File: config.mk
export PLATFORM = sky130hd
export DESIGN_NAME = radio_spi_cmd
export DESIGN_NICKNAME = d
export VERILOG_FILES = /design/src/rtl/radio_spi_pkg.sv /design/src/rtl/radio_spi_byte_port.sv /design/src/rtl/radio_cfg_file.sv /design/src/rtl/radio_byte_ram.sv /design/src/rtl/radio_spi_cmd.sv
export SDC_FILE = /design/constraint.sdc
export NUM_CORES = 1
export LEC_CHECK = 0
export BUFFER_PORTS_ARGS = -buffer_cell sky130_fd_sc_hd__buf_2
export CAP_MARGIN = 10
export CORE_UTILIZATION = 50
export CTS_CLUSTER_SIZE = 24
export DETAILED_ROUTE_END_ITERATION = 12
export PLACE_DENSITY = 0.67
export SYNTH_ARGS = -nofsm -noshare
export SYNTH_HDL_FRONTEND = slang
export SYNTH_SLANG_ARGS = --single-unit
export TNS_END_PERCENT = 30
File: constraint.sdc
create_clock -name clk -period 3.1 [get_ports clk]
set_input_delay 0.465 -clock clk [delete_from_list [all_inputs] [get_ports clk]]
set_output_delay 0.465 -clock clk [all_outputs]
set_load 0.02 [all_outputs]
File: src/rtl/radio_spi_pkg.sv
package radio_spi_pkg;

  localparam int CFG_BYTES   = 10;
  localparam int CHAN_LO_IDX = 0;
  localparam int CHAN_HI_IDX = 1;

  localparam logic [7:0] OP_TXP_WR = 8'h20;
  localparam logic [7:0] OP_TXP_RD = 8'h21;
  localparam logic [7:0] OP_TXA_WR = 8'h22;
  localparam logic [7:0] OP_TXA_RD = 8'h23;
  localparam logic [7:0] OP_RXP_RD = 8'h24;

  typedef enum logic [3:0] {
    M_CMD,
    M_CFG_WR,
    M_CFG_RD,
    M_TXP_WR,
    M_TXP_RD,
    M_TXA_WR,
    M_TXA_RD,
    M_RXP_RD,
    M_CHAN,
    M_DONE
  } cmd_mode_e;

  function automatic cmd_mode_e decode_op(input logic [7:0] op);
    cmd_mode_e m;
    if (op[7:4] == 4'h0)      m = M_CFG_WR;
    else if (op[7:4] == 4'h1) m = M_CFG_RD;
    else if (op[7:4] == 4'h8) m = M_CHAN;
    else if (op == OP_TXP_WR) m = M_TXP_WR;
    else if (op == OP_TXP_RD) m = M_TXP_RD;
    else if (op == OP_TXA_WR) m = M_TXA_WR;
    else if (op == OP_TXA_RD) m = M_TXA_RD;
    else if (op == OP_RXP_RD) m = M_RXP_RD;
    else                      m = M_DONE;
    return m;
  endfunction

endpackage

File: src/rtl/radio_spi_byte_port.sv
module radio_spi_byte_port #(
  parameter int SYNC_STAGES = 2
) (
  input  logic       clk,
  input  logic       rst_n,
  input  logic       sclk,
  input  logic       cs_n,
  input  logic       mosi,
  input  logic [7:0] status_byte,
  input  logic [7:0] tx_byte,
  output logic       active,
  output logic       frame_start,
  output logic       byte_done,
  output logic [7:0] rx_byte,
  output logic       miso
);

  logic [SYNC_STAGES-1:0] sclk_s, cs_s, mosi_s;
  logic sclk_d, cs_d;
  logic [2:0] bit_cnt;
  logic [7:0] in_sh, out_sh;

  logic sclk_now, cs_now, mosi_now, rise, fall;
  assign sclk_now = sclk_s[SYNC_STAGES-1];
  assign cs_now   = cs_s[SYNC_STAGES-1];
  assign mosi_now = mosi_s[SYNC_STAGES-1];
  assign rise     = sclk_now & ~sclk_d;
  assign fall     = ~sclk_now & sclk_d;

  assign active      = ~cs_now;
  assign frame_start = ~cs_now & cs_d;
  assign miso        = out_sh[7];

  always_ff @(posedge clk or negedge rst_n) begin
    if (!rst_n) begin
      sclk_s <= '0;
      cs_s   <= '1;
      mosi_s <= '0;
      sclk_d <= 1'b0;
      cs_d   <= 1'b1;
    end else begin
      sclk_s <= {sclk_s[SYNC_STAGES-2:0], sclk};
      cs_s   <= {cs_s[SYNC_STAGES-2:0], cs_n};
      mosi_s <= {mosi_s[SYNC_STAGES-2:0], mosi};
      sclk_d <= sclk_now;
      cs_d   <= cs_now;
    end
  end

  always_ff @(posedge clk or negedge rst_n) begin
    if (!rst_n) begin
      bit_cnt   <= '0;
      in_sh     <= '0;
      out_sh    <= '0;
      byte_done <= 1'b0;
      rx_byte   <= '0;
    end else begin
      byte_done <= 1'b0;
      if (cs_now) begin
        bit_cnt <= '0;
        out_sh  <= '0;
      end else if (frame_start) begin
        bit_cnt <= '0;
        out_sh  <= status_byte;
      end else begin
        if (rise) begin
          in_sh   <= {in_sh[6:0], mosi_now};
          bit_cnt <= bit_cnt + 3'd1;
          if (bit_cnt == 3'd7) begin
            byte_done <= 1'b1;
            rx_byte   <= {in_sh[6:0], mosi_now};
          end
        end
        if (fall) begin
          if (bit_cnt == 3'd0) out_sh <= tx_byte;
          else                 out_sh <= {out_sh[6:0], 1'b0};
        end
      end
    end
  end

  assert_miso_idle_R11: assert property (@(posedge clk) disable iff (!rst_n)
    (cs_now && cs_d) |-> !miso);

  assert_status_first_R1: assert property (@(posedge clk) disable iff (!rst_n)
    frame_start |=> (miso == $past(status_byte[7])));

endmodule

File: src/rtl/radio_cfg_file.sv
module radio_cfg_file
  import radio_spi_pkg::*;
#(
  parameter int ADDR_W = 5
) (
  input  logic              clk,
  input  logic              rst_n,
  input  logic              wr_en,
  input  logic [ADDR_W-1:0] wr_addr,
  input  logic [7:0]        wr_data,
  input  logic              chan_en,
  input  logic [3:0]        chan_bits,
  input  logic [ADDR_W-1:0] rd_addr,
  output logic [7:0]        rd_data
);

  localparam int FLAT_W = CFG_BYTES * 8;

  logic [7:0] regs_q [CFG_BYTES];
  logic [FLAT_W-1:0] flat;

  always_ff @(posedge clk or negedge rst_n) begin
    if (!rst_n) begin
      for (int i = 0; i < CFG_BYTES; i++) regs_q[i] <= '0;
    end else begin
      for (int i = 0; i < CFG_BYTES; i++)
        if (wr_en && wr_addr == ADDR_W'(i)) regs_q[i] <= wr_data;
      if (chan_en) regs_q[CHAN_HI_IDX][3:0] <= chan_bits;
    end
  end

  always_comb begin
    rd_data = '0;
    for (int i = 0; i < CFG_BYTES; i++)
      if (rd_addr == ADDR_W'(i)) rd_data = regs_q[i];
  end

  always_comb begin
    for (int i = 0; i < CFG_BYTES; i++) flat[i*8 +: 8] = regs_q[i];
  end

  assert_drop_high_R4: assert property (@(posedge clk) disable iff (!rst_n)
    (wr_en && !chan_en && wr_addr >= ADDR_W'(CFG_BYTES)) |=> $stable(flat));

  assert_chan_fields_R5: assert property (@(posedge clk) disable iff (!rst_n)
    (chan_en && !wr_en) |=>
      (flat[CHAN_HI_IDX*8 +: 4] == $past(chan_bits)) &&
      (flat[CHAN_HI_IDX*8+4 +: 4] == $past(flat[CHAN_HI_IDX*8+4 +: 4])));

endmodule

File: src/rtl/radio_byte_ram.sv
module radio_byte_ram #(
  parameter int DEPTH = 32,
  parameter int IW    = $clog2(DEPTH)
) (
  input  logic          clk,
  input  logic          we,
  input  logic [IW-1:0] waddr,
  input  logic [7:0]    wdata,
  input  logic [IW-1:0] raddr,
  output logic [7:0]    rdata
);

  logic [7:0] mem [DEPTH];

  always_ff @(posedge clk) begin
    if (we) mem[waddr] <= wdata;
  end

  assign rdata = mem[raddr];

endmodule

File: src/rtl/radio_spi_cmd.sv
module radio_spi_cmd
  import radio_spi_pkg::*;
#(
  parameter int PAY_DEPTH   = 32,
  parameter int TXA_DEPTH   = 4,
  parameter int SYNC_STAGES = 2
) (
  input  logic       clk,
  input  logic       rst_n,
  input  logic       spi_sclk,
  input  logic       spi_cs_n,
  input  logic       spi_mosi,
  output logic       spi_miso,
  input  logic       flag_addr_match,
  input  logic       flag_data_ready,
  input  logic       rx_load_valid,
  output logic       rx_load_ready,
  input  logic [7:0] rx_load_data
);

  localparam int PAY_IW = $clog2(PAY_DEPTH);
  localparam int TXA_IW = $clog2(TXA_DEPTH);
  localparam int BIG_IW = (PAY_IW > TXA_IW) ? PAY_IW : TXA_IW;
  localparam int PTR_W  = (BIG_IW > 5) ? BIG_IW : 5;

  logic       active, frame_start, byte_done;
  logic [7:0] rx_byte, tx_byte, status_byte;

  assign status_byte = {flag_addr_match, 1'b0, flag_data_ready, 5'b0};

  radio_spi_byte_port #(.SYNC_STAGES(SYNC_STAGES)) u_port (
    .clk        (clk),
    .rst_n      (rst_n),
    .sclk       (spi_sclk),
    .cs_n       (spi_cs_n),
    .mosi       (spi_mosi),
    .status_byte(status_byte),
    .tx_byte    (tx_byte),
    .active     (active),
    .frame_start(frame_start),
    .byte_done  (byte_done),
    .rx_byte    (rx_byte),
    .miso       (spi_miso)
  );

  cmd_mode_e        mode_q, op_mode;
  logic [PTR_W-1:0] ptr_q, ptr_inc;
  logic [PAY_IW-1:0] rx_wptr;
  logic cmd_phase, data_phase;

  assign op_mode    = decode_op(rx_byte);
  assign cmd_phase  = byte_done && (mode_q == M_CMD);
  assign data_phase = byte_done && (mode_q != M_CMD);

  always_comb begin
    case (mode_q)
      M_CFG_WR, M_CFG_RD:
        ptr_inc = (ptr_q >= PTR_W'(CFG_BYTES)) ? ptr_q : ptr_q + 1'b1;
      M_TXP_WR, M_TXP_RD, M_RXP_RD:
        ptr_inc = (ptr_q == PTR_W'(PAY_DEPTH - 1)) ? '0 : ptr_q + 1'b1;
      M_TXA_WR, M_TXA_RD:
        ptr_inc = (ptr_q == PTR_W'(TXA_DEPTH - 1)) ? '0 : ptr_q + 1'b1;
      default:
        ptr_inc = ptr_q;
    endcase
  end

  always_ff @(posedge clk or negedge rst_n) begin
    if (!rst_n) begin
      mode_q <= M_CMD;
      ptr_q  <= '0;
    end else if (!active) begin
      mode_q <= M_CMD;
      ptr_q  <= '0;
    end else if (cmd_phase) begin
      mode_q <= op_mode;
      ptr_q  <= (op_mode == M_CFG_WR || op_mode == M_CFG_RD) ?
                PTR_W'(rx_byte[3:0]) : '0;
    end else if (data_phase) begin
      ptr_q <= ptr_inc;
      if (mode_q == M_CHAN) mode_q <= M_DONE;
    end
  end

  // Configuration file
  logic             cfg_we, chan_en;
  logic [PTR_W-1:0] cfg_waddr;
  logic [7:0]       cfg_rdata;

  assign cfg_we    = data_phase && (mode_q == M_CFG_WR || mode_q == M_CHAN);
  assign cfg_waddr = (mode_q == M_CHAN) ? PTR_W'(CHAN_LO_IDX) : ptr_q;
  assign chan_en   = cmd_phase && (op_mode == M_CHAN);

  radio_cfg_file #(.ADDR_W(PTR_W)) u_cfg (
    .clk      (clk),
    .rst_n    (rst_n),
    .wr_en    (cfg_we),
    .wr_addr  (cfg_waddr),
    .wr_data  (rx_byte),
    .chan_en  (chan_en),
    .chan_bits(rx_byte[3:0]),
    .rd_addr  (ptr_q),
    .rd_data  (cfg_rdata)
  );

  // Buffers
  logic       txp_we, txa_we, rxp_we;
  logic [7:0] txp_rdata, txa_rdata, rxp_rdata;

  assign txp_we        = data_phase && (mode_q == M_TXP_WR);
  assign txa_we        = data_phase && (mode_q == M_TXA_WR);
  assign rx_load_ready = !active;
  assign rxp_we        = rx_load_valid && rx_load_ready;

  radio_byte_ram #(.DEPTH(PAY_DEPTH)) u_txp (
    .clk  (clk),
    .we   (txp_we),
    .waddr(ptr_q[PAY_IW-1:0]),
    .wdata(rx_byte),
    .raddr(ptr_q[PAY_IW-1:0]),
    .rdata(txp_rdata)
  );

  radio_byte_ram #(.DEPTH(TXA_DEPTH)) u_txa (
    .clk  (clk),
    .we   (txa_we),
    .waddr(ptr_q[TXA_IW-1:0]),
    .wdata(rx_byte),
    .raddr(ptr_q[TXA_IW-1:0]),
    .rdata(txa_rdata)
  );

  radio_byte_ram #(.DEPTH(PAY_DEPTH)) u_rxp (
    .clk  (clk),
    .we   (rxp_we),
    .waddr(rx_wptr),
    .wdata(rx_load_data),
    .raddr(ptr_q[PAY_IW-1:0]),
    .rdata(rxp_rdata)
  );

  always_ff @(posedge clk or negedge rst_n) begin
    if (!rst_n) rx_wptr <= '0;
    else if (rxp_we)
      rx_wptr <= (rx_wptr == PAY_IW'(PAY_DEPTH - 1)) ? '0 : rx_wptr + 1'b1;
  end

  always_comb begin
    case (mode_q)
      M_CFG_RD: tx_byte = cfg_rdata;
      M_TXP_RD: tx_byte = txp_rdata;
      M_TXA_RD: tx_byte = txa_rdata;
      M_RXP_RD: tx_byte = rxp_rdata;
      default:  tx_byte = '0;
    endcase
  end

  assert_pay_wrap_R6: assert property (@(posedge clk) disable iff (!rst_n)
    (active && data_phase && (mode_q == M_TXP_WR || mode_q == M_TXP_RD) &&
     ptr_q == PTR_W'(PAY_DEPTH - 1)) |=> (ptr_q == '0));

  assert_txa_wrap_R7: assert property (@(posedge clk) disable iff (!rst_n)
    (active && data_phase && (mode_q == M_TXA_WR || mode_q == M_TXA_RD) &&
     ptr_q == PTR_W'(TXA_DEPTH - 1)) |=> (ptr_q == '0));

  assert_rxload_step_R8: assert property (@(posedge clk) disable iff (!rst_n)
    (rx_load_valid && rx_load_ready) |=>
      (rx_wptr == (($past(rx_wptr) == PAY_IW'(PAY_DEPTH - 1)) ? '0 : $past(rx_wptr) + 1'b1)));

  assert_ignore_quiet_R9: assert property (@(posedge clk) disable iff (!rst_n)
    (mode_q == M_DONE) |-> !(cfg_we || txp_we || txa_we || chan_en));

  assert_abort_R10: assert property (@(posedge clk) disable iff (!rst_n)
    !active |=> (mode_q == M_CMD));

endmodule

# Yosys cells after proc, flatten, opt, wreduce, memory -nomap -nowiden
# Memory sizes are Yosys's and may differ from the RTL's.
# Cells that the tools add are included.
# classes
n_addsub	3
n_lt_le_gt_ge	1
eq_ne	40
muxes	52
bitwise	7
n_reduce_logical	38
# ops
cell	count
8-bit two-way mux	14
4-bit two-way mux	15
5-bit by 3-bit equality test with 1-bit output, second input constant	8
8-bit by 6-bit equality test with 1-bit output, second input constant	5
5-bit two-way mux	8
8-bit case mux with 4 select lines	1
5-bit by 2-bit equality test with 1-bit output, second input constant	4
5-bit by 4-bit equality test with 1-bit output, second input constant	4
1-bit logical AND	17
4-bit by 3-bit equality test with 1-bit output, second input constant	4
5-bit case mux with 3 select lines	1
4-bit by 1-bit equality test with 1-bit output, second input constant	3
4-bit by 2-bit equality test with 1-bit output, second input constant	3
4-bit equality test, second input constant	3
3-bit nonzero test	4
5-bit by 1-bit adder with 5-bit output, second input constant	2
5-bit by 1-bit equality test with 1-bit output, second input constant	2
5-bit equality test, second input constant	2
5-bit zero test	2
1-bit two-way mux	10
3-bit two-way mux	3
4-bit zero test	2
3-bit AND reduction	2
5-bit by 4-bit greater-or-equal comparator with 1-bit output, second input constant	1
other kinds (14)	21
# totals
regBits	129
mem_bits_rw	544
memories	3
# mem_list
name	words	width	rd	rd_clocked_by_memory_dff	wr	line	source
u_rxp.mem	32	8	1	0	1	radio_byte_ram.sv:13	logic [7:0] mem [DEPTH];
u_txp.mem	32	8	1	0	1	radio_byte_ram.sv:13	
u_txa.mem	4	8	1	0	1	radio_byte_ram.sv:13	

# Longest topological paths before layout
# Gate-level depths: netlist of the first run.
# logic_depth
word_depth	16
depth_mapped	15
depth_no_buf	9

# Hierarchy
# A second synthesis of the first run with hierarchy kept.
# hier_totals
hier_cells	1458
hier_area_um2	27747.9
# by_module_without_submodules
mod	n_inst	cells_per_inst	area_per_inst_um2	seq_area_each_um2
radio_byte_ram at u_rxp ...	2	409	9893.2	7687.4
radio_cfg_file	1	317	3943.8	2001.9
radio_spi_byte_port	1	101	1437.6	879.6
radio_spi_cmd	1	176	1391.3	350.3
radio_byte_ram at u_txa	1	46	1188.6	960.9

# Least setup slack after synthesis of the first run
# Ideal clock, no wire load.
# synth_path
kind	flip-flop to flip-flop
start	register ptr_q[1]
end	memory u_txa.mem[1][0], enable pin
arrival_ns	2.872
slack_ns	-0.166
path_stages_with_launch	11
path_buffers	6
period_less_slack_ns	3.266
path_cell_list	dfrtp_1 > buf_4 > buf_2 > inv_2 > ha_1 > clkbuf_1 > buf_2 > buf_2 > buf_1 > inv_1 > nor4_1
# synth_rtl
element	line	source
from (decl)	radio_spi_cmd.sv:47	logic [PTR_W-1:0] ptr_q, ptr_inc;
from (signal assigned)	radio_spi_cmd.sv:77	ptr_q <= (op_mode == M_CFG_WR || op_mode == M_CFG_RD) ?
from (signal assigned)	radio_spi_cmd.sv:80	ptr_q <= ptr_inc;
to (decl)	radio_byte_ram.sv:13	
# Straight into the memory's write port.

# Worst setup path in the final report of the first run
# layout_path
start	register ptr_q[2]
end	register u_port.out_sh[2]
# layout_between
elab_chain_cells	16
elab_cells_between_ends	27
# layout_lines
element	line	source
5-bit zero test	radio_cfg_file.sv:35	if (rd_addr == ADDR_W'(i)) rd_data = regs_q[i];
8-bit two-way mux (10 in a row)	radio_cfg_file.sv:35	
8-bit case mux with 4 select lines (*)	radio_spi_cmd.sv:149	case (mode_q)
8-bit two-way mux (*)	radio_spi_byte_port.sv:75	if (bit_cnt == 3'd0) out_sh <= tx_byte;
8-bit two-way mux (*)	radio_spi_byte_port.sv:74	if (fall) begin
8-bit two-way mux (*)	radio_spi_byte_port.sv:62	end else if (frame_start) begin
8-bit two-way mux (*)	radio_spi_byte_port.sv:59	if (cs_now) begin
to (signal assigned)	radio_spi_byte_port.sv:64	out_sh <= status_byte;
to (signal assigned)	radio_spi_byte_port.sv:75	
to (signal assigned)	radio_spi_byte_port.sv:76	else out_sh <= {out_sh[6:0], 1'b0};
to (decl)	radio_spi_byte_port.sv:21	logic [7:0] in_sh, out_sh;
# Every way passes the cells marked *; elsewhere a longest branch is shown, timed or not. The select of a mux whose other input is x is not followed.
# A chain may end at the register's enable or synchronous reset.

==> results of run 1 <==
[power breakdown]
part / internal [uW] / switching [uW] / leakage (uW)
Clock: 4970 / 3420 / 0.00111
Combinational: 601 / 859 / 0.00329
Sequential: 9850 / 121 / 0.00655
Total: 15400 / 4400 / 0.0110
[final cells by class]
class                      count  area (um^2)  share of cell area (%)
multi-input combinational    826         7920                    24.7
sequential                   673        19600                    61.1
tap                          748          936                    2.92
clock inverter                34          410                    1.28
timing repair buffer         154         1240                    3.88
clock buffer                  86         1870                    5.84
inverter                      19         71.3                   0.223
[routing by layer]
| metal | vias to the layer above | GRT usage [%] | wire, um |
|---|---|---|---|
| li1 | 6727 | - | - |
| met1 | 8166 | 33.8 | 27900 |
| met2 | 701 | 39.8 | 33300 |
| met3 | 132 | 4.03 | 4870 |
| met4 | 2 | 7.28 | 1810 |
| met5 | - | 0 | 10 |
[registers in the layout, summed over array words and instances, names as in the netlist]
| name | count |
|---|---|
| u_port.out_sh | 8 |
| u_port.in_sh | 7 |
| u_rxp.mem | 256 |
| u_port.rx_byte | 8 |
| rx_wptr | 5 |
| u_port.mosi_s | 2 |
| u_port.sclk_s | 2 |
| u_txa.mem | 32 |
| u_cfg.flat | 80 |
| ptr_q | 5 |
| u_port.bit_cnt | 3 |
| u_port.cs_s | 2 |
| u_port.byte_done | 1 |
| mode_q | 4 |
| u_port.cs_d | 1 |
| u_txp.mem | 256 |
| u_port.sclk_d | 1 |
[logic make-up after synthesis]
group | share of synthesized area [%]
AND/OR/NAND/NOR | 5.39
XOR/XNOR | 0.156
multiplexers | 16.6
flip-flops | 69.6
AO/OA/AOI/OAI | 5.37
buffers and inverters | 2.35
adder cells (fa/ha/maj) | 0.578
[Yosys cell counts, drive strengths merged (27+ instances only)]
library cell,instances
mux4,129
edfxtp,544
o21ai,38
nor2,102
mux2,102
clkbuf,43
nand3,34
nand2,68
dfrtp,126
a22oi,27
mux2i,53
a21oi,44
buf,53
[worst reg2reg max path, cell delays in order, from the launching register on]
cell	delay (ps)
dfrtp_4	650
buf_4	270
nor2b_1	710
a22oi_1	190
a41oi_1	250
o21ai_0	210
a222oi_1	380
a31oi_1	140
[repair_timing]
action	CTS	global route
hold buffers	4	0
setup endpoints to repair	0	0
gates resized for setup	0	0
setup buffers	0	0
hold endpoints to repair	60	0
[how the worst max path moves through the flow]
stage	to	startpoint	depth (start not counted)	slack (ps)
4_1_cts	u_port.out_sh[3]	ptr_q[0]	7	200
6_report	u_port.out_sh[2]	ptr_q[2]	7	180
2_1_floorplan	u_txa.mem[0][0]	ptr_q[0]	11	-160
3_5_place_dp	u_port.out_sh[2]	ptr_q[1]	7	220
3_3_place_gp	u_port.out_sh[3]	ptr_q[0]	7	250
5_1_grt	u_port.out_sh[3]	ptr_q[0]	9	0.9
[per-stage QoR]
stage | setup TNS [ps] | worst slack, ps | power [uW] | cells
after floorplan | -1310 | -164 | 11100 | 1614
after global placement | 0 | 253 | 11600 | 2416
after detailed placement | 0 | 222 | 11600 | 2416
after CTS | 0 | 203 | 19900 | 2540
after global routing | 0 | 0.941 | 20400 | 2540
final | 0 | 177 | 19800 | 2540
==> summary.txt, run 1 <==
Run status
  • Outcome: completed

Worst hold path
  • WHS Path Cells: 4
  • Hold EP: u_port.out_sh[5]
  • Min-Delay Path Class: input pin to flip-flop
  • Min-delay src: flag_data_ready

Die
  • CORE AREA: 0.0553 mm^2
  • Initial Util: 50.9%
  • Die area: 0.0572 mm^2
  • Die height: 239 um
  • Site Rows: 86
  • Ports: 18
  • Die W: 239 um

Placed design
  • DP Wirelength: 43300 um
  • Number of port buffers: 17
  • Placed cell area: 0.0297 mm^2
  • Final Wtd Congestion: 0.955

Clock network
  • CTS tree: yes
  • H-tree levels: 3
  • Clock Pin Slew Worst Setup and Hold Paths: 60 ps
  • Worst-Skew Late Latency: 610 ps
  • Buffer depth of the longest clock path: 3
  • Num CTS Buffers: 68
  • Root Buffer: clkbuf_16
  • Clk sinks: 673

Timing
  • Clock skew after layout: 16.6 ps
  • Period utilisation layout: 94.3%
  • Hold Slack: 246 ps
  • Max Fclk: 0.342 GHz
  • Final min period: 2920 ps
  • Final setup viols: 0
  • Slew @ Worst Pin: 855 ps
  • RSZ-0062 raised after global routing: no
  • Max_slew headroom: 42.9%
  • Final Max Slew Viols: 0
  • Final hold vios: 0

Pwr
  • LEAKAGE: 0.0110 uW
  • VDD IR max: 0.614 mV
  • PD cells: 619 mW/mm^2

Synthesis
  • Library cells used by synthesis: 85
  • Syn Area/Cell: 17.4 um^2
  • Synth Instances: 1614
  • YS warnings: 0
  • Cell Area, Synth: 0.0281 mm^2
  • Register bit total from synthesis: 673
  • Post-synth ARST share: 19.2%
  • Yosys top cell by area: edfxtp_1
  • Area share of the largest cell type after synthesis: 58.1%
  • Synth Net Count: 1643
  • Synth top area cells: edfxtp_1 58%, dfrtp_1 11%, mux4_2 8.5%, mux2_2 4.1%, mux4_1 2.1%
  • Post-synth EDFFs: 544
  • Top_reg_cell synth: edfxtp_1
  • Register area share after synthesis: 69.6%

GRT
  • Vias in the first global route: 15.7k
  • Antenna violations before repair: 1
  • Total gr overflow: 0
  • First-pass GRT wire length: 102000 um
  • Largest net degree at the start of global routing: 95
  • Tot GR Track Use: 24.4%

Cells and area
  • Most frequent cells in the layout: 544 x edfxtp_1, 124 x buf_4, 121 x dfrtp_1, 106 x mux4_2, 102 x mux2_2
  • Design area: 0.0320 mm^2
  • Fill cells: 4215
  • # diodes: 0
  • Nets@finish: 1771
  • Final design utilization: 57.9%
  • Synth-to-Final Area Change: 13.9%
  • Commonest non-fill, non-tap cell in the layout: edfxtp_1
  • Layout cell share with drive strength beyond 1: 27.3%

Worst setup path
  • Critical path data arrival time: 3410 ps
  • Reg-to-Reg Start: ptr_q[2]
  • CP required: 3580 ps
  • Worst-path cell chain: buf_4 -> nor2b_1 -> a22oi_1 -> a41oi_1 -> o21ai_0 -> a222oi_1 -> a31oi_1
  • Critical path fanouts, max: 23
  • Cell family with most CP delay: compound AO/OA/AOI/OAI gates
  • Slowest stage cell, crit path: nor2b_1
  • R2R Setup Slk: 180 ps
  • Buf+Inv Stages, Crit Path: 1
  • Crit. End Element: flip-flop
  • Reg2Reg Depth: 7
  • Worst path max stage delay: 710 ps
  • Critical path type: flip-flop to flip-flop
  • Crit path launch type: flip-flop
  • FF-to-FF End: u_port.out_sh[2]

Routing
  • Wirelength per Cell: 26.8 um
  • Drt pass-1 iters: 7
  • Initial DRC count: 1679
  • Via count: 15.7k
  • DR vias/cell: 6.19
  • Post-route DRC: 0
  • Post-route ant nets: 0
  • DRT Wirelength: 68000 um

Run
  • Max Cap Viol: 0
(Power assumes the default switching activity.)
==> run 2, diff against run 1 <==
- CORE_UTILIZATION: 50 -> 40
- PLACE_DENSITY: 0.67 -> 0.56
==> summary.txt, run 2 (synthesized netlist as in run 1, its figures left out) <==
Timing
  • Final Max Slew Viols: 0 (unchanged)
  • Final min period: 3020 ps (+95.1 ps)
  • Clock skew after layout: 24.2 ps (+7.56 ps)
  • Period utilisation layout: 97.4% (+3.1 points)
  • Setup TNS: 0 ps (unchanged)
  • Slew @ Worst Pin: 997 ps (+143 ps)
  • Max_slew headroom: 31.8% (-11 points)
  • Hold Slack: 260 ps (+14.0 ps)
  • Max Fclk: 0.331 GHz (-3.1%)
  • Final setup viols: 0 (unchanged)
  • RSZ-0062 raised after global routing: no
  • Final hold vios: 0 (unchanged)

Worst setup path
  • Crit. End Element: flip-flop
  • Critical path fanouts, max: 26 (+13%)
  • R2R Setup Slk: 80 ps (-100 ps)
  • Reg2Reg Depth: 7 (unchanged)
  • Critical path type: flip-flop to flip-flop
  • Slowest stage cell, crit path: a2111oi_0
  • Worst-path cell chain: buf_12 -> mux4_1 -> nand2_1 -> a2111oi_0 -> nor4_1 -> nor4bb_1 -> a2111oi_1
  • CP required: 3590 ps (about the same)
  • Critical path data arrival time: 3510 ps (+100 ps)
  • Crit path capture: u_port.out_sh[3]
  • Crit path launch type: flip-flop
  • Worst path max stage delay: 890 ps (+180 ps)
  • CP startpoint: ptr_q[0]
  • FF-to-FF End: u_port.out_sh[3]
  • Reg-to-Reg Start: ptr_q[0]

Run
  • Max Cap Viol: 0 (unchanged)

Clock network
  • Clk sinks: 673 (unchanged)
  • Worst-Skew Late Latency: 610 ps (about the same)
  • H-tree levels: 3 (unchanged)
  • Buffer depth of the longest clock path: 3 (unchanged)
  • CTS tree: yes
  • Clock Pin Slew Worst Setup and Hold Paths: 70 ps (about the same)
  • Root Buffer: clkbuf_16
  • Num CTS Buffers: 69 (+1.5%)

Routing
  • Post-route DRC: 0 (unchanged)
  • Post-route ant nets: 0 (unchanged)
  • DR vias/cell: 5.67 (-8.4%)
  • Drt pass-1 iters: 7 (unchanged)
  • Via count: 15.5k (-1.2%)
  • Wirelength per Cell: 26.0 um (-2.7%)
  • DRT Wirelength: 71400 um (+5.0%)
  • Initial DRC count: 1456 (-13%)

GRT
  • Vias in the first global route: 15.8k (+0.83%)
  • Largest net degree at the start of global routing: 88 (-7.4%)
  • Total gr overflow: 0 (unchanged)
  • Antenna violations before repair: 0 (-1)
  • Tot GR Track Use: 20.4% (-4.0 points)
  • First-pass GRT wire length: 106000 um (+4.5%)

Pwr
  • PD cells: 607 mW/mm^2 (-1.9%)
  • Final Power: 19600 uW (-0.98%)
  • VDD IR max: 0.489 mV (-20%)
  • LEAKAGE: 0.0110 uW (+0.26%)

Die
  • Die height: 267 um (+12%)
  • Die area: 0.0714 mm^2 (+25%)
  • Die W: 267 um (+12%)
  • CORE AREA: 0.0691 mm^2 (+25%)
  • Initial Util: 40.7% (-10 points)
  • Site Rows: 96 (+12%)
  • Ports: 18 (unchanged)

Placed design
  • Final Wtd Congestion: 0.971 (+1.7%)
  • Placed Cells: 2616 (+8.3%)
  • Number of port buffers: 17 (unchanged)
  • Placed cell area: 0.0301 mm^2 (+1.3%)
  • DP Wirelength: 46700 um (+7.9%)

Cells and area
  • Design area: 0.0323 mm^2 (+0.91%)
  • Non-filler instance count after layout: 2741 (+7.9%)
  • Layout cell share with drive strength beyond 1: 27.6% (+0.28 points)
  • Nets@finish: 1789 (+1.0%)
  • Synth-to-Final Area Change: 14.9%
  • Fill cells: 5901 (+40%)
  • Commonest non-fill, non-tap cell in the layout: edfxtp_1
  • # diodes: 0 (unchanged)
  • Most frequent cells in the layout: 544 x edfxtp_1, 141 x buf_4, 119 x dfrtp_1, 106 x mux4_2, 102 x mux2_2

Run status
  • Outcome: completed

Worst hold path
  • Min-Delay Path Class: input pin to flip-flop
[run 2: layout make-up]
class                      count  area (um^2)  area share, %
multi-input combinational    826         7930           24.5
clock inverter                30          304          0.941
timing repair buffer         171         1370           4.24
clock buffer                  91         1890           5.86
inverter                      19         71.3          0.221
sequential                   673        19600           60.6
tap                          931         1160           3.60
[run 2: worst min-delay path by stage]
| stage | from | endpoint | cells past startpoint |
|---|---|---|---|
| global placement | u_port.sclk_s[0] | u_port.sclk_s[1] | 0 |
| global route | flag_data_ready | u_port.out_sh[5] | 4 |
| detailed placement | u_port.sclk_s[0] | u_port.sclk_s[1] | 0 |
| CTS | flag_data_ready | u_port.out_sh[5] | 4 |
| finish | flag_data_ready | u_port.out_sh[5] | 4 |
| floorplan | rst_n | mode_q[0] | 0 |
[run 2: per-layer routing]
metal	wire [um]	up-vias	track usage, %
met5	0	-	0
met4	1500	0	5.00
met3	3830	110	3.52
met2	34200	496	33.1
met1	31800	8195	28.7
li1	-	6743	-
[run 2: per-stage QoR]
stage	worst slack, ps	utilization, %
after CTS	148	46.8
after floorplan	-164	-
after global routing	98.8	46.8
after detailed placement	-17.3	43.6
after global placement	-8.19	43.6
final	81.8	46.8
[run 2: timing repair]
| action | 4_1_cts | 5_1_grt |
|---|---|---|
| buffers inserted | 0 | 0 |
| resized for setup | 1 | 1 |
| gates cloned | 0 | 0 |
| endpoints found under the setup margin | 1 | 1 |
| endpoints found under the hold margin | 50 | 0 |
| hold buffers | 4 | 0 |
[run 2: report_power, final]
group          leakage, uW  switching (uW)  internal, uW  total, uW
logic              0.00338             886           631       1520
clock network      0.00106            3410          4730       8130
registers          0.00655             124          9850       9970
total               0.0110            4420         15200      19600
[run 2: critical path, delay by kind of cell (launching register included)]
family	cells	cell delay (ps)
buffers and inverters	1	200
muxes	1	460
AOI/OAI and AO/OA	2	1220
DFF	1	530
and+or+nand+nor	3	430
==> run 3, diff against run 2 <==
- PLACE_DENSITY: 0.56 -> default
- PLACE_DENSITY_LB_ADDON: default -> 0.25
==> summary.txt, run 3 (synthesized netlist as in run 1, its figures left out) <==
Cells and area
  • Synth-to-Final Area Change: 14.5%
  • Layout cell share with drive strength beyond 1: 27.4% (-0.22 points)
  • Most frequent cells in the layout: 544 x edfxtp_1, 134 x buf_4, 117 x dfrtp_1, 106 x mux4_2, 102 x mux2_2
  • Nets@finish: 1780 (-0.50%)
  • Design area: 0.0322 mm^2 (-0.36%)
  • # diodes: 0 (unchanged)
  • Commonest non-fill, non-tap cell in the layout: edfxtp_1

Worst setup path
  • Reg2Reg Depth: 6 (-1)
  • Crit. End Element: flip-flop
  • CP required: 3570 ps (-20 ps)
  • Critical path data arrival time: 3360 ps (-150 ps)
  • Reg-to-Reg Start: ptr_q[0]
  • Slowest stage cell, crit path: mux4_2
  • FF-to-FF End: u_port.out_sh[2]
  • Critical path fanouts, max: 23 (-12%)
  • Worst-path cell chain: buf_4 -> mux4_2 -> mux2i_1 -> a211oi_1 -> a222oi_1 -> a31oi_1
  • Crit path launch type: flip-flop
  • Critical path type: flip-flop to flip-flop
  • Worst path max stage delay: 570 ps (-320 ps)
  • R2R Setup Slk: 210 ps (+130 ps)

Clock network
  • CTS tree: yes
  • Buffer depth of the longest clock path: 3 (unchanged)
  • Root Buffer: clkbuf_16
  • Clk sinks: 673 (unchanged)
  • Hold_buf cts: 4 (unchanged)
  • CTS resizes: 0 (-1)
  • H-tree levels: 3 (unchanged)
  • Clock Pin Slew Worst Setup and Hold Paths: 60 ps (about the same)
  • Post-CTS setup buffer count: 0 (unchanged)
  • Worst-Skew Late Latency: 620 ps (about the same)
  • Num CTS Buffers: 70 (+1.4%)

Pwr
  • PD cells: 607 mW/mm^2 (about the same)
  • Final Power: 19600 uW (-0.31%)
  • LEAKAGE: 0.0109 uW (-0.44%)
  • VDD IR max: 0.390 mV (-20%)

Routing
  • Met3 Wirelength: 4410 um (+15%)
  • Post-route ant nets: 0 (unchanged)
  • DRT met1 WL: 31700 um (-0.27%)
  • Max Used Layer: met4
  • Wirelength per Cell: 26.1 um (+0.16%)
  • Initial DRC count: 1576 (+8.2%)
  • Met2 routed WL: 33600 um (-1.7%)
  • Via count: 15.6k (+0.35%)
  • DR vias/cell: 5.70 (+0.50%)
  • Post-route DRC: 0 (unchanged)
  • Drt pass-1 iters: 6 (-1)
  • DRT Wirelength: 71400 um (about the same)

Run
  • Max Cap Viol: 0 (unchanged)

GRT
  • First-pass GRT wire length: 106000 um (about the same)
  • Total gr overflow: 0 (unchanged)
  • Largest net degree at the start of global routing: 74 (-16%)
  • Tot GR Track Use: 20.4% (-0.021 points)
  • Vias in the first global route: 15.7k (-0.75%)
  • Antenna violations before repair: 0 (unchanged)

Timing
  • Max_slew headroom: 48.1% (+16 points)
  • Final hold vios: 0 (unchanged)
  • Final min period: 2890 ps (-125 ps)
  • Final setup viols: 0 (unchanged)
  • Final Max Slew Viols: 0 (unchanged)
  • Slew @ Worst Pin: 776 ps (-221 ps)
  • Period utilisation layout: 93.3% (-4.0 points)
  • Max Fclk: 0.346 GHz (+4.3%)
  • RSZ-0062 raised after global routing: no
  • Clock skew after layout: 23.1 ps (-1.11 ps)
  • Hold Slack: 268 ps (+7.82 ps)

Placed design
  • Placed cell area: 0.0300 mm^2 (-0.43%)
  • DP Wirelength: 46300 um (-0.83%)
  • Final Wtd Congestion: 0.927 (-4.5%)
  • Number of port buffers: 17 (unchanged)

Die
  • Die height: 267 um (unchanged)
  • CORE AREA: 0.0691 mm^2 (unchanged)
  • Initial Util: 40.7% (unchanged)
  • Site Rows: 96 (unchanged)
  • Ports: 18 (unchanged)
  • Die W: 267 um (unchanged)
  • Die area: 0.0714 mm^2 (unchanged)

Worst hold path
  • Min-Delay Path Class: input pin to flip-flop
  • Min-delay src: flag_data_ready
  • WHS Path Cells: 4 (unchanged)
  • Hold EP: u_port.out_sh[5]

Run status
  • Outcome: completed
[run 3: changes by cell type in the layout (fill, tap and decap cells not counted), moves of 2 or more]
cell / previous run / this run
buf_12: 9 / 6
buf_4: 141 / 134
clkbuf_1: 17 / 22
clkinv_1: 14 / 8
clkinv_2: 5 / 13
clkinv_8: 1 / 3
dfrtp_1: 119 / 117
dfrtp_2: 4 / 6
nor4_1: 2 / 5
nor4_2: 4 / 1
[run 3: how the worst max path moves through the flow]
stage             start               end  cells past startpoint
2_1_floorplan  ptr_q[0]   u_txa.mem[0][0]                     11
3_3_place_gp   ptr_q[0]  u_port.out_sh[2]                      6
3_5_place_dp   ptr_q[0]  u_port.out_sh[2]                      6
4_1_cts        ptr_q[0]  u_port.out_sh[2]                      6
5_1_grt        ptr_q[0]  u_port.out_sh[5]                      7
6_report       ptr_q[0]  u_port.out_sh[2]                      6
[run 3: power by group]
part / leakage [uW] / switching [uW] / internal, uW
Combinational: 0.00332 / 875 / 599
Sequential: 0.00654 / 127 / 9850
Clock: 0.00107 / 3460 / 4650
Total: 0.0109 / 4470 / 15100
[run 3: through the flow]
stage                     instances  setup TNS (ps)  utilization [%]  setup slack, ps
after floorplan                1614           -1310                -             -164
after global placement         2606               0             43.4              159
after detailed placement       2606               0             43.4              170
after CTS                      2737               0             46.6              157
after global routing           2737               0             46.6              116
final                          2737               0             46.6              207
[run 3: per-layer routing]
metal  vias to the layer above  global-route usage, %
met1                      8223                   29.6
met3                       115                   3.67
li1                       6731                      -
met4                         0                   5.34
met2                       530                   31.7
met5                         -                      0
[run 3: layout make-up]
cell class | count | area (um^2)
clock buffer | 95 | 1890
clock inverter | 32 | 327
fill | 5865 | 36900
inverter | 19 | 71.3
multi-input combinational | 826 | 7910
sequential | 673 | 19600
tap | 931 | 1160
timing repair buffer | 161 | 1260
[run 3: worst max-delay path, delay by kind of cell, from the launching register on]
kind / cells / cell delay [ps]
AO/OA/AOI/OAI: 3 / 880
buffers and inverters: 1 / 410
flip-flops: 1 / 490
multiplexers: 2 / 950
